### src/rtl/hdlc_rx_pkg.sv
package hdlc_rx_pkg;
  localparam int unsigned BYTE_W = 8;
  localparam logic [BYTE_W-1:0] ST_GOOD  = 8'h47;
  localparam logic [BYTE_W-1:0] ST_BAD   = 8'h65;
  localparam logic [BYTE_W-1:0] ST_ABORT = 8'h41;
  localparam logic [15:0] FCS_PRESET  = 16'hFFFF;
  localparam logic [15:0] FCS_RESIDUE = 16'hF0B8;
  localparam logic [15:0] FCS_POLY    = 16'h8408;

  typedef enum logic {RX_HUNT, RX_ACTIVE} rx_state_e;

  function automatic logic [15:0] fcs_byte(input logic [15:0] crc,
                                           input logic [BYTE_W-1:0] data);
    logic [15:0] r;
    r = crc;
    for (int i = 0; i < BYTE_W; i++) begin
      if (r[0] ^ data[i]) r = (r >> 1) ^ FCS_POLY;
      else                r = r >> 1;
    end
    return r;
  endfunction
endpackage

### src/rtl/hdlc_destuff.sv
module hdlc_destuff #(
  parameter int unsigned FLAG_RUN = 6
) (
  input  logic clk_i,
  input  logic rst_ni,
  input  logic bit_valid_i,
  input  logic bit_i,
  output logic dbit_valid_o,
  output logic dbit_o,
  output logic flag_o,
  output logic abort_o
);
  localparam int unsigned ONES_MAX = FLAG_RUN + 1;
  localparam int unsigned ONES_W   = $clog2(ONES_MAX + 1);

  logic [ONES_W-1:0] ones_q;

  always_comb begin
    dbit_valid_o = 1'b0;
    flag_o       = 1'b0;
    abort_o      = 1'b0;
    dbit_o       = bit_i;
    if (bit_valid_i) begin
      if (bit_i) begin
        if (ones_q == ONES_W'(FLAG_RUN))     abort_o      = 1'b1;
        else if (ones_q < ONES_W'(FLAG_RUN)) dbit_valid_o = 1'b1;
      end else begin
        if (ones_q == ONES_W'(FLAG_RUN))          flag_o       = 1'b1;
        else if (ones_q != ONES_W'(FLAG_RUN - 1)) dbit_valid_o = 1'b1;
        // zero after five ones: stuffed, dropped
      end
    end
  end

  always_ff @(posedge clk_i or negedge rst_ni) begin
    if (!rst_ni) ones_q <= '0;
    else if (bit_valid_i) begin
      if (!bit_i)                             ones_q <= '0;
      else if (ones_q != ONES_W'(ONES_MAX))   ones_q <= ones_q + 1'b1;
    end
  end
endmodule

### src/rtl/hdlc_packer.sv
module hdlc_packer #(
  parameter int unsigned WIDTH = 8
) (
  input  logic             clk_i,
  input  logic             rst_ni,
  input  logic             clr_i,
  input  logic             bit_valid_i,
  input  logic             bit_i,
  output logic             done_o,
  output logic [WIDTH-1:0] byte_o,
  output logic [$clog2(WIDTH)-1:0] cnt_o
);
  localparam int unsigned CNT_W = $clog2(WIDTH);

  logic [WIDTH-1:0] sh_q;
  logic [CNT_W-1:0] cnt_q;

  assign byte_o = {bit_i, sh_q[WIDTH-1:1]};
  assign done_o = bit_valid_i && !clr_i && (cnt_q == CNT_W'(WIDTH - 1));
  assign cnt_o  = cnt_q;

  always_ff @(posedge clk_i or negedge rst_ni) begin
    if (!rst_ni) begin
      sh_q  <= '0;
      cnt_q <= '0;
    end else if (clr_i) begin
      cnt_q <= '0;
    end else if (bit_valid_i) begin
      sh_q  <= byte_o;
      cnt_q <= done_o ? '0 : cnt_q + 1'b1;
    end
  end
endmodule

### src/rtl/hdlc_fcs.sv
module hdlc_fcs
  import hdlc_rx_pkg::*;
(
  input  logic              clk_i,
  input  logic              rst_ni,
  input  logic              clr_i,
  input  logic              upd_i,
  input  logic [BYTE_W-1:0] data_i,
  output logic [15:0]       crc_o
);
  always_ff @(posedge clk_i or negedge rst_ni) begin
    if (!rst_ni)    crc_o <= FCS_PRESET;
    else if (clr_i) crc_o <= FCS_PRESET;
    else if (upd_i) crc_o <= fcs_byte(crc_o, data_i);
  end
endmodule

### src/rtl/hdlc_rx_deframer.sv
module hdlc_rx_deframer
  import hdlc_rx_pkg::*;
#(
  parameter int unsigned FLAG_RUN = 6
) (
  input  logic              clk_i,
  input  logic              rst_ni,
  input  logic              bit_valid_i,
  input  logic              bit_i,
  output logic              byte_valid_o,
  output logic [BYTE_W-1:0] byte_o,
  output logic              eof_o
);
  localparam int unsigned CNT_W = $clog2(BYTE_W);

  rx_state_e         state_q;
  logic              dbit_valid, dbit, flag_e, abort_e;
  logic              active, pk_valid, pk_clr, pk_done, aligned;
  logic [BYTE_W-1:0] pk_byte, held_q, stat_code_q;
  logic [CNT_W-1:0]  pk_cnt;
  logic [1:0]        bytes_q;
  logic              stat_pend_q, fcs_upd, fcs_ok;
  logic [15:0]       crc;

  hdlc_destuff #(.FLAG_RUN(FLAG_RUN)) u_destuff (
    .clk_i, .rst_ni, .bit_valid_i, .bit_i,
    .dbit_valid_o(dbit_valid), .dbit_o(dbit), .flag_o(flag_e), .abort_o(abort_e)
  );

  assign active   = (state_q == RX_ACTIVE);
  assign pk_valid = dbit_valid && active;
  assign pk_clr   = !active || flag_e || abort_e;

  hdlc_packer #(.WIDTH(BYTE_W)) u_packer (
    .clk_i, .rst_ni, .clr_i(pk_clr), .bit_valid_i(pk_valid), .bit_i(dbit),
    .done_o(pk_done), .byte_o(pk_byte), .cnt_o(pk_cnt)
  );

  assign fcs_upd = pk_done && (bytes_q != 2'd0);

  hdlc_fcs u_fcs (
    .clk_i, .rst_ni, .clr_i(flag_e || abort_e), .upd_i(fcs_upd),
    .data_i(held_q), .crc_o(crc)
  );

  // flag bits 0111111 already entered the packer when the flag resolves
  assign aligned = (pk_cnt == CNT_W'(BYTE_W - 1));
  assign fcs_ok  = (fcs_byte(crc, held_q) == FCS_RESIDUE);

  always_ff @(posedge clk_i or negedge rst_ni) begin
    if (!rst_ni) begin
      state_q      <= RX_HUNT;
      held_q       <= '0;
      bytes_q      <= '0;
      stat_pend_q  <= 1'b0;
      stat_code_q  <= '0;
      byte_valid_o <= 1'b0;
      byte_o       <= '0;
      eof_o        <= 1'b0;
    end else begin
      byte_valid_o <= 1'b0;
      eof_o        <= 1'b0;
      if (stat_pend_q) begin
        byte_valid_o <= 1'b1;
        byte_o       <= stat_code_q;
        eof_o        <= 1'b1;
        stat_pend_q  <= 1'b0;
      end
      if (abort_e) begin
        state_q <= RX_HUNT;
        bytes_q <= '0;
        if (active && bytes_q != 2'd0) begin
          stat_pend_q <= 1'b1;
          stat_code_q <= ST_ABORT;
        end
      end else if (flag_e) begin
        state_q <= RX_ACTIVE;
        bytes_q <= '0;
        if (active && bytes_q != 2'd0) begin
          if (aligned) begin
            byte_valid_o <= 1'b1;
            byte_o       <= held_q;
          end
          stat_pend_q <= 1'b1;
          stat_code_q <= (aligned && bytes_q == 2'd2 && fcs_ok) ? ST_GOOD : ST_BAD;
        end
      end else if (pk_done) begin
        held_q <= pk_byte;
        if (bytes_q != 2'd0) begin
          byte_valid_o <= 1'b1;
          byte_o       <= held_q;
        end
        if (bytes_q != 2'd2) bytes_q <= bytes_q + 1'b1;
      end
    end
  end
endmodule

### config.mk
export PLATFORM = sky130hd
export DESIGN_NAME = hdlc_rx_deframer
export DESIGN_NICKNAME = d
export VERILOG_FILES = /design/src/rtl/hdlc_rx_pkg.sv /design/src/rtl/hdlc_destuff.sv /design/src/rtl/hdlc_packer.sv /design/src/rtl/hdlc_fcs.sv /design/src/rtl/hdlc_rx_deframer.sv
export SDC_FILE = /design/constraint.sdc
export NUM_CORES = 1
export LEC_CHECK = 0
export ABC_AREA = 1
export BUFFER_PORTS_ARGS = -buffer_cell sky130_fd_sc_hd__buf_2
export CORE_MARGIN = 2
export CORE_UTILIZATION = 61
export DETAILED_ROUTE_END_ITERATION = 6
export PLACE_DENSITY = 0.86
export SYNTH_ARGS = -nofsm -noshare
export SYNTH_HDL_FRONTEND = slang
export SYNTH_SLANG_ARGS = --single-unit
### constraint.sdc
create_clock -name clk_i -period 2.1 [get_ports clk_i]
set_input_delay 0.21 -clock clk_i [delete_from_list [all_inputs] [get_ports clk_i]]
set_output_delay 0.21 -clock clk_i [all_outputs]
set_load 0.005 [all_outputs]
==> flow_metrics.tcl <==
set metrics [dict create \
    max_slew.worst_pin.slew_ns 0.497 \
    timing.critical_path.cells "inv_1 -> ha_1 -> nand3_2 -> nor2_2 -> inv_1 -> nor2_2 -> inv_1 -> o21ai_4 -> buf_12 -> nor2_1 -> a21oi_1" \
    setup-violations-final 0 \
    cts-root-buf "clkbuf_8" \
    cellPowerDensity_mw_per_mm2 954 \
    share_comb_of_total_power_pct 25.6 \
    dp_worst_setup_slack_ns 0.0915 \
    dpl-instance-area_mm2 0.00295 \
    place.port_buffers 13 \
    floorplan.core_area_mm2 0.00441 \
    endpoint_kind "flip-flop" \
    clockBufferDepth 2 \
    design_area_mm2 0.00313 \
    gr-usage-all-layers_pct 24.7 \
    critPathSlowestCell "dfrtp_1" \
    path_max_fanout 14 \
    syn_inst 355 \
    setup.worst_path.class "reg2reg" \
    hold_slack_ns 0.223 \
    dp_hpwl_um 4340 \
    worstHoldPathCells 3 \
    globalRoute.totalOverflow 0 \
    maximum_number_of_pins_on_one_net_before_global_route_repair 24 \
    ys_seq_elements 55 \
    layout-drive-gt1-share_pct 14.3 \
    worst_ir_drop_vdd_uv 552 \
    tightest_slew_margin_relative_to_the_limit_pct 66.8 \
    share_of_synthesized_area_occupied_by_flip_flops_and_latches_pct 49.6 \
    rrSetupSlack_ns 0.1 \
    drt-total-wl_um 5750 \
    start_point_of_the_worst_min_delay_path "bit_i" \
    die_width_um 72.0 \
    tritoncts "built" \
    numCtsBuffers 5 \
    count_of_nets_left_with_antenna_violations_after_detail_routing 0 \
    drtIter0Drc 187 \
    clk_transition_reported_paths_ns 0.10 \
    rr_endpoint "byte_o[1]$_DFF_PN0_" \
    synthesis.yosys.warnings 0 \
    cp_depth 11 \
    finalHoldViolCount 0 \
    switching_share_pct 31.8 \
    power.leakage_nw 1.66 \
    clock_tree.htree_level_count 2 \
    insertion_delay_ns 0.31 \
    fin_crit_ns 2.00 \
    die_h_um 72.0 \
    timing.final.max_slew_violations 0 \
    globalplace.congestion 0.879 \
    first_global_vias 2263 \
    worst_r2r_startpoint "u_destuff.ones_q[0]$_DFFE_PN0P_" \
    die_area_mm2 0.00518 \
    netlist-cell-type-count 30 \
    worst_min_delay_path_category "in2reg" \
    worst_slack_ns 0.0972 \
    worst_clock_skew_ns 0.00984 \
    placementRows 24 \
    area_of_all_sequential_standard_cells_mm2 0.00140 \
    critical_path.top_delay_family "simple AND/OR/NAND/NOR gates" \
    wire_per_inst_um 13.4 \
    n_antenna_cell 0 \
    nFillCells 328 \
    timing.critical_path.from_type "flip-flop" \
    initial_core_util_pct 63.8 \
    outcome "finished, final reports clean" \
    syn_avg_cell_area_um2 7.93 \
    dr.pass1.iters 4 \
    synth_area_mm2 0.00282 \
    via_per_inst 5.42 \
    multi_input_gate_area_mm2 0.00121 \
    crit_path_frequent_cell "inv_1" \
    synthesis.nets 367 \
    power.net_switching_w 0.000949 \
    internal_power_w 0.00204 \
    cp.buffers_inverters 4 \
    pwr-share-clk_pct 27.1 \
    whs_endpoint "u_destuff.ones_q[2]$_DFFE_PN0P_" \
    detail_route.drc_violations 0 \
    via_count_of_the_routed_design 2329 \
    maxCapViolCount 0 \
    worst_ep_required_time_ns 2.32 \
    final.period_utilization_pct 95.4 \
    crit_startpoint "u_destuff.ones_q[0]$_DFFE_PN0P_" \
    wire_length_of_the_first_global_routing_pass_um 9880 \
    clkSinkCount 55 \
    fin_nets 389 \
    area_growth_syn_to_layout_pct 11.1 \
    biggest_cell_delay_along_the_critical_path_ns 0.44 \
    clock.fmax_ghz 0.499 \
    timing.reg2reg.worst_path_depth 11 \
    power.share.sequential_pct 47.3 \
    antenna_found_initial 0 \
    io_pins 14 \
    timing.critical_path.arrival_ns 2.23 \
]
-- synth_stat cells --
master	number	share of area (%)
a21oi_1	20	3.6
xnor2_1	3	0.93
o21ai_1	2	0.36
a21oi_2	1	0.31
nor2_8	1	0.71
nor3_1	1	0.18
nand2_1	120	16
nor2_4	1	0.40
clkinv_1	1	0.13
ha_1	8	3.6
nand3_2	1	0.36
clkbuf_1	2	0.27
buf_6	2	0.80
nand2_4	2	0.80
nand4_1	1	0.22
o21ai_0	42	7.5
inv_2	1	0.13
dfstp_2	16	15
dfrtp_1	39	35
nor2_1	17	2.3
o22ai_1	1	0.22
buf_2	1	0.18
o211ai_1	1	0.27
or2_2	2	0.44
nand3_1	16	2.8
inv_1	48	6.4
a211oi_1	1	0.27
nand3b_1	2	0.53
o21a_1	1	0.27
o21ai_4	1	0.58
-- power groups by stage --
stage	sequential, W	combinational, W	clock, W
after global placement	0.00142	0.000723	0
final	0.00141	0.000764	0.000808
after detailed placement	0.00143	0.000750	0
after CTS	0.00141	0.000758	0.000820
after floorplan	0.00140	0.000578	0
after global routing	0.00144	0.000884	0.000859
-- worst register-to-register path: cells and delay by family (launching register included) --
family	cells	cell delay (ns)
compound gates	2	0.36
fa+ha+maj	1	0.18
buf+inv	4	0.43
flops	1	0.44
simple gates	4	0.51
-- routing by layer --
metal  vias to the layer above  GRT usage [%]  share of wire, %
met1                      1091           32.1                44
met4                         0           9.22               1.6
li1                       1167              -                 -
met5                         -              0                 0
met3                        11           4.72               4.6
met2                        60           41.4                50
-- through the flow --
step	TNS, ns	util [%]	total power (W)	std cells
floorplan	0	-	0.00198	355
global placement	0	66.8	0.00215	420
detailed placement	0	66.8	0.00218	420
CTS	0	70.5	0.00299	430
global route	-0.0950	70.9	0.00318	430
finish	0	70.9	0.00299	430
-- layout make-up --
cell class,count,share of cell area [%]
Clock buffer,6,2.32
Clock inverter,2,1.92
Inverter,50,6.00
Multi-Input combinational cell,245,38.7
Sequential cell,55,44.6
Tap cell,52,2.08
Timing Repair Buffer,20,4.36
-- worst max-delay path by stage --
stage / end / slack (ns)
finish: byte_o[1]$_DFF_PN0_ / 0.1
global route: byte_o[3]$_DFF_PN0_ / -0.04
CTS: byte_o[1]$_DFF_PN0_ / 0.05
detailed placement: byte_o[1]$_DFF_PN0_ / 0.09
global placement: byte_o[3]$_DFF_PN0_ / 0.20
floorplan: byte_o[4]$_DFF_PN0_ / 0.41
-- cells by family (layout without fill, tap and decap cells) --
| kind of cell | count (synthesis) | after routing | share of synthesized area, % |
|---|---|---|---|
| flip-flops | 55 | 55 | 49.6 |
| AND/OR/NAND/NOR | 164 | 164 | 24.7 |
| AO/OA/AOI/OAI | 70 | 70 | 13.3 |
| adder cells (fa/ha/maj) | 8 | 8 | 3.55 |
| XOR/XNOR | 3 | 3 | 0.933 |
| buffers and inverters | 55 | 78 | 7.91 |
-- what timing repair did --
item,in CTS,in global routing
endpoints found under the setup margin,1,9
pin swaps,1,0
gates resized for setup,0,4
setup buffers,1,0
endpoints found under the hold margin,20,0
hold buffers,1,0
-- sequential cells by signal, indices dropped and copies added, names as in the netlist --
signal	count
u_fcs.crc_o	16
byte_o	8
held_q	8
u_packer.sh_q	7
stat_code_q	4
u_destuff.ones_q	3
u_packer.cnt_o	3
bytes_q	2
active	1
byte_valid_o	1
eof_o	1
stat_pend_q	1
-- cell usage in the layout (no fill, tap or decap), types with 2 or more instances in the layout --
master     instances
buf_4              4
nand3_1           16
dfstp_2           16
ha_1               8
clkbuf_8           5
buf_2             13
dfrtp_1           39
xnor2_1            3
nor2_1            15
bufinv_16          2
a21oi_1           20
or2_2              2
nand3b_1           2
nor2_2             2
inv_1             48
nand2_1          120
o21ai_1            2
o21ai_0           42
Note: power is estimated with default switching activity, not from simulation.
